===== config.mk =====
export PLATFORM = sky130hd
export DESIGN_NAME = stop_recovery_seq
export DESIGN_NICKNAME = d
export VERILOG_FILES = /design/src/rtl/srs_pkg.sv /design/src/rtl/srs_delay_counter.sv /design/src/rtl/srs_lock_wait.sv /design/src/rtl/stop_recovery_seq.sv
export SDC_FILE = /design/constraint.sdc
export NUM_CORES = 1
export LEC_CHECK = 0
export ABC_AREA = 1
export BUFFER_PORTS_ARGS = -buffer_cell sky130_fd_sc_hd__buf_2
export CAP_MARGIN = 20
export CORE_MARGIN = 2
export CORE_UTILIZATION = 30
export CTS_CLUSTER_SIZE = 24
export DETAILED_ROUTE_END_ITERATION = 6
export GPL_TIMING_DRIVEN = 0
export HOLD_SLACK_MARGIN = 0.06
export MAX_ROUTING_LAYER = met4
export PLACE_DENSITY_LB_ADDON = 0.05
export SLEW_MARGIN = 20
export SYNTH_ARGS = -nofsm -noshare
export SYNTH_HDL_FRONTEND = slang
export SYNTH_SLANG_ARGS = --single-unit
export TNS_END_PERCENT = 5

===== constraint.sdc =====
create_clock -name clk -period 3.2 [get_ports clk]
set_clock_uncertainty 0.1 [all_clocks]
set_input_delay 0.64 -clock clk [delete_from_list [all_inputs] [get_ports clk]]
set_output_delay 0.64 -clock clk [all_outputs]
set_load 0.02 [all_outputs]

===== src/rtl/srs_pkg.sv =====
package srs_pkg;
    typedef enum logic [1:0] {
        ST_RUN     = 2'd0,
        ST_STOPPED = 2'd1,
        ST_RECOVER = 2'd2,
        ST_DONE    = 2'd3
    } srs_state_e;

    typedef struct packed {
        logic ext_clk;
        logic pll_on;
        logic keep_clk;
        logic short_dly;
    } srs_cfg_t;
endpackage


===== src/rtl/srs_delay_counter.sv =====
module srs_delay_counter #(
    parameter int CW = 18
) (
    input  logic          clk,
    input  logic          rst_n,
    input  logic          load,
    input  logic [CW-1:0] load_val,
    output logic          expired
);
    logic [CW-1:0] cnt_d, cnt_q;

    always_comb begin
        cnt_d = cnt_q;
        if (load)
            cnt_d = load_val;
        else if (cnt_q != '0)
            cnt_d = cnt_q - 1'b1;
    end

    always_ff @(posedge clk or negedge rst_n) begin
        if (!rst_n) cnt_q <= '0;
        else        cnt_q <= cnt_d;
    end

    assign expired = (cnt_q == '0);


    no_underflow_chk: assert property (@(posedge clk) disable iff (!rst_n)
        (expired && !load) |=> expired);
endmodule


===== src/rtl/srs_lock_wait.sv =====
module srs_lock_wait (
    input  logic clk,
    input  logic rst_n,
    input  logic clear,
    input  logic arm,
    input  logic need,
    input  logic pll_locked,
    output logic ready
);
    logic seen_d, seen_q;

    always_comb begin
        seen_d = seen_q;
        if (clear)
            seen_d = 1'b0;
        else if (arm && pll_locked)
            seen_d = 1'b1;
    end

    always_ff @(posedge clk or negedge rst_n) begin
        if (!rst_n) seen_q <= 1'b0;
        else        seen_q <= seen_d;
    end

    assign ready = !need || seen_q || (arm && pll_locked);


    no_need_ready_chk: assert property (@(posedge clk) disable iff (!rst_n)
        !need |-> ready);
endmodule


===== src/rtl/stop_recovery_seq.sv =====
module stop_recovery_seq #(
    parameter int LONG_DLY  = 131072,
    parameter int SHORT_DLY = 16,
    parameter int MIN_DLY   = 2
) (
    input  logic clk,
    input  logic rst_n,
    input  logic stop_req,
    input  logic wake,
    input  logic cfg_ext_clk,
    input  logic cfg_pll_on,
    input  logic cfg_keep_clk,
    input  logic cfg_short_dly,
    input  logic pll_locked,
    output logic osc_en,
    output logic pll_en,
    output logic core_run
);
    import srs_pkg::*;

    localparam int CW = $clog2(LONG_DLY + 1);
    localparam logic [CW-1:0] LONG_LD  = CW'(LONG_DLY - 1);
    localparam logic [CW-1:0] SHORT_LD = CW'(SHORT_DLY - 1);
    localparam logic [CW-1:0] MIN_LD   = CW'(MIN_DLY - 1);

    typedef struct packed {
        srs_state_e state;
        srs_cfg_t   cfg;
    } seq_t;

    seq_t s_d, s_q;

    logic          dly_load;
    logic [CW-1:0] dly_val;
    logic          dly_expired;
    logic          lock_need;
    logic          lock_ready;
    logic          in_recover;

    assign in_recover = (s_q.state == ST_RECOVER);
    assign lock_need  = s_q.cfg.pll_on && !s_q.cfg.keep_clk;

    always_comb begin
        s_d      = s_q;
        dly_load = 1'b0;
        if (s_q.cfg.keep_clk)       dly_val = MIN_LD;
        else if (s_q.cfg.short_dly) dly_val = SHORT_LD;
        else                        dly_val = LONG_LD;

        case (s_q.state)
            ST_RUN: begin
                if (stop_req) begin
                    s_d.state = ST_STOPPED;
                    s_d.cfg   = '{ext_clk: cfg_ext_clk, pll_on: cfg_pll_on,
                                  keep_clk: cfg_keep_clk, short_dly: cfg_short_dly};
                end
            end
            ST_STOPPED: begin
                if (wake) begin
                    s_d.state = ST_RECOVER;
                    dly_load  = 1'b1;
                end
            end
            ST_RECOVER: begin
                if (dly_expired && lock_ready)
                    s_d.state = ST_DONE;
            end
            default: s_d.state = ST_RUN;
        endcase
    end

    always_ff @(posedge clk or negedge rst_n) begin
        if (!rst_n) s_q <= '{state: ST_RUN, cfg: '0};
        else        s_q <= s_d;
    end

    srs_delay_counter #(.CW(CW)) u_dly (
        .clk      (clk),
        .rst_n    (rst_n),
        .load     (dly_load),
        .load_val (dly_val),
        .expired  (dly_expired)
    );

    srs_lock_wait u_lock (
        .clk        (clk),
        .rst_n      (rst_n),
        .clear      (dly_load),
        .arm        (in_recover),
        .need       (lock_need),
        .pll_locked (pll_locked),
        .ready      (lock_ready)
    );

    always_comb begin
        osc_en   = 1'b1;
        pll_en   = 1'b1;
        core_run = (s_q.state == ST_RUN) || (s_q.state == ST_DONE);
        if (s_q.state == ST_STOPPED) begin
            osc_en = s_q.cfg.ext_clk || s_q.cfg.keep_clk;
            pll_en = !s_q.cfg.pll_on || s_q.cfg.keep_clk;
        end
    end


    stop_drop_chk: assert property (@(posedge clk) disable iff (!rst_n)
        (s_q.state == ST_RUN && stop_req) |=> !core_run);


    stay_stopped_chk: assert property (@(posedge clk) disable iff (!rst_n)
        (s_q.state == ST_STOPPED && !wake) |=> (s_q.state == ST_STOPPED));


    lock_gate_chk: assert property (@(posedge clk) disable iff (!rst_n)
        (in_recover && !lock_ready) |=> !core_run);


    hold_recover_chk: assert property (@(posedge clk) disable iff (!rst_n)
        (in_recover && !dly_expired) |=> in_recover);


    recover_en_chk: assert property (@(posedge clk) disable iff (!rst_n)
        in_recover |-> (osc_en && pll_en && !core_run));


    keep_alive_chk: assert property (@(posedge clk) disable iff (!rst_n)
        (s_q.state == ST_STOPPED && s_q.cfg.keep_clk) |-> (osc_en && pll_en));
endmodule


### Word level (Yosys, flattened, before mapping)

Index checks and enable logic that the tools add are counted.

* register bits: 25
* output and inout bits: 3
* word-level logic and storage cells: 46
* bits of input ports: 9

* add/subtract/negate cells: 1
* reductions and logical operators: 18
* equality and inequality tests: 6
* mux-type cells: 14

Operators by type and width (count)
* 18-bit 2-to-1 mux: 3
* 18-bit logical NOT: 1
* 18-bit nonzero test: 1
* 18-bit by 1-bit subtractor with 18-bit output (second input constant): 1
* 17-bit 2-to-1 mux: 1
* 1-bit 2-to-1 mux: 6
* 6-bit 2-to-1 mux: 1
* 2-bit inequality test (second input constant): 3
* 2-bit one-hot mux with 3 select lines: 1
* 1-bit logical OR: 5
* 2-bit equality test (second input constant): 2
* 2-bit 2-to-1 mux: 2
* 2-bit nonzero test: 2
* 1-bit logical AND: 3
* 1-bit logical NOT: 3
* 3-bit AND reduction: 1
* 2-bit by 1-bit equality test with 1-bit output (second input constant): 1
* 2-bit logical NOT: 1
* 2-bit AND reduction: 1

### Depth between registers and ports, before layout

* depth after elaboration: 8
* depth in mapped cells: 9
* gate-level depth less buffers: 9

### By module

From an unflattened synthesis, not the netlist that was laid out.

* cells, all modules: 238
* area total of the unflattened synthesis: 1661.6 µm²

Modules (own cells, without submodules)
* srs_delay_counter: seq. area each 450.4 µm², instances 1, cells an instance 180, area an instance 1239.9 µm²
* stop_recovery_seq: seq. area each 150.1 µm², instances 1, cells an instance 53, area an instance 375.4 µm²
* srs_lock_wait: seq. area each 25.0 µm², instances 1, cells an instance 5, area an instance 46.3 µm²

### Least setup slack after synthesis

No wires, ideal clock.

* kind: flip-flop to output port
* from: reg s_q[5] (netlist bit)
* to: out osc_en
* arrival: 0.866 ns
* stages on the path, launching flop included: 4
* setup slack: 1.594 ns
* buffers on the path: 0
* required time: 2.460 ns
* cell sequence: dfrtp_1 > inv_1 > ha_1 > nand2_1

* longest elaborated chain between the ends: 2

RTL lines
* from (decl): line stop_recovery_seq.sv:31 `seq_t s_d, s_q;`
* from (signal assigned): line stop_recovery_seq.sv:73 `if (!rst_n) s_q <= '{state: ST_RUN, cfg: '0};`
* 2-bit by 1-bit equality test with 1-bit output: line stop_recovery_seq.sv:99 `if (s_q.state == ST_STOPPED) begin`
* 1-bit 2-to-1 mux: line stop_recovery_seq.sv:99
* to (decl): line stop_recovery_seq.sv:15 `output logic osc_en,`

Every way passes these cells.

### Final worst setup path

* from: reg s_q[5] (netlist bit)
* to: out pll_en

* longest elaborated chain between the ends: 2

RTL lines
* 2-bit by 1-bit equality test with 1-bit output: line stop_recovery_seq.sv:99
* 1-bit 2-to-1 mux: line stop_recovery_seq.sv:99
* to (decl): line stop_recovery_seq.sv:16 `output logic pll_en,`

Every way passes these cells.

==> reports/results.ini <==
[run_status]
status=complete, no violations

[pwr]
vdd_drop_max_mv=0.275
p_leak_nw=0.795
power_mw=1.52
power.density_nw_per_um2=908

[flow_run]
maxCapViolCount=0

[yosys]
synth_warnings=0
ys_ff_latch=25
seq_area_frac_synth=0.419
synth_cell_types=30
synth_area_per_cell_um2=8.07
syn_inst=185
synth_nets=198
netlist_area_um2=1490

[global_route]
grt-ovfl-total=0
grt_pass1_wl_mm=6.09
grt_pass1_vias=1296
grt_max_degree=26
grt_usage=0.147
antenna_found_initial=0

[sta]
holdWs_ns=0.267
setup_viol=0
slew_violations=0
finalHoldViolations=0
rsz0062_at_grt=false
worst_pin_slew_ns=0.608
fmax_mhz=488
fin_ws_ns=1.15
period_share=0.640
slew_headroom=0.595
min_period_ns=2.05
finalSetupTns_ns=0

[setup_path]
cp-start-kind=register
cp-end-kind=output pin
crit_type=register to output pin
crit_fanout=5
required_ns=2.46
crit_arrival_ns=1.31

[drt]
vias=1241
drc=0
wire_per_inst_um=12.5
first_pass_iters=4
routed_wl_mm=3.33
first_iter_violations=49
final_antenna_net_count=0
vias_per_cell=4.65

[cts]
cts_tree=yes
clock_sinks=25
cts_resized=0
cts_setup_buffers=0
path_clk_slew_ns=0.09
insertion_delay_ns=0.27
clockBufferDepth=2
cts-htree-levels=1
cts-root-buf=clkbuf_8
numCtsBuffers=3
holdBufCountCts=0

[die]
core_area_um2=4750
dieArea_um2=5560
chipWidth_um=74.5
design.portCount=12
initial_core_util=0.314
rows=25
die_height_um=74.5

[finish]
fin_cells=267
areaGrowthSynthToFinish_pct=12.3
drive_gt1_frac=0.185
layout_common_cells=41 x nand2_1, 26 x nor2_1, 25 x dfrtp_1
fillers=528
finalCoreUtilization=0.353
nets=214
n_antenna_cell=0
post-route-cell-area_um2=1680
final_common_cell=nand2_1

[placed_design]
pre_cts_slack_ns=1.38
place_inst=263
dpl.hpwl_mm=2.50
dpl_cell_area_um2=1630
place_congestion=0.805
io_buffers=11

[worst_hold_path]
holdCritPathClass=input port to async pin

[where the power goes]
part	internal, mW	total, mW	switching, mW
logic	0.292	0.731	0.439
registers	0.464	0.595	0.132
clock network	0.0892	0.196	0.106
[cell type report]
type / instances / area [µm²] / area share
Clock buffer: 4 / 45.0 / 0.0269
Timing Repair Buffer: 11 / 55.1 / 0.0328
Multi-Input combinational cell: 137 / 773 / 0.461
Tap cell: 67 / 83.8 / 0.0500
Inverter: 22 / 82.6 / 0.0493
Sequential cell: 25 / 626 / 0.373
Buffer: 1 / 11.3 / 0.00672
[routing by layer]
layer | GRT usage | wire length, µm | up-vias
li1 | - | - | 620
met1 | 0.189 | 1640 | 601
met2 | 0.234 | 1570 | 15
met3 | 0.0203 | 71 | 5
met4 | 0.0556 | 46 | 0
met5 | - | 0 | -
[cells in the mapped netlist]
library cell	number	area, µm²
nand2_1	41	154
nor2_1	26	97.6
dfrtp_1	25	626
inv_1	21	78.8
nand3_1	13	65.1
o21ai_0	11	55.1
a21oi_1	8	40.0
ha_1	4	50.1
nor2_2	4	25.0
xnor2_1	4	35.0
a21oi_2	3	26.3
mux2_2	3	33.8
xor2_1	3	26.3
nand2_4	2	22.5
nor2_4	2	22.5
a21o_1	1	7.51
and2_1	1	6.26
buf_6	1	11.3
inv_2	1	3.75
nand2_2	1	6.26
nand3_2	1	10.0
nand3_4	1	17.5
nand3b_1	1	7.51
nand4_1	1	6.26
nor2_8	1	20.0
nor3_1	1	5.00
o211ai_2	1	12.5
o22ai_1	1	6.26
or2_2	1	6.26
or2_4	1	8.76
[logic make-up (layout without fill, tap and decap cells)]
logic type,Yosys count,in the layout,synth area share
adder cells (fa/ha/maj),4,4,0.0335
XOR/XNOR,7,7,0.0411
AO/OA/AOI/OAI,25,25,0.0989
flip-flops,25,25,0.419
buffers and inverters,23,38,0.0629
AND/OR/NAND/NOR,98,98,0.322
multiplexers,3,3,0.0226
[worst max-delay path: stages (launching register included)]
cell	delay [ns]
dfrtp_1	0.43
inv_1	0.10
ha_1	0.26
nand2_1	0.08
buf_2	0.16
[flip-flops by register name, indices dropped and copies added, names as in the netlist]
name	count
s_q	6
u_lock.seen_q	1
u_dly.cnt_q	18
[worst paths after layout]
kind,start,end,slack (ns),cells after the start
hold / removal,rst_n,u_dly.cnt_q[11],0.27,1
max in group asynchronous,rst_n,s_q[2],2.34,1
hold reg to reg,u_dly.cnt_q[1],u_dly.cnt_q[1],0.40,2
setup / recovery,s_q[5],pll_en,1.15,4
min in group clk,u_dly.cnt_q[1],u_dly.cnt_q[1],0.40,2
setup reg to reg,s_q[5],u_dly.cnt_q[13],1.37,8
Power figures use the tool's default switching activity.
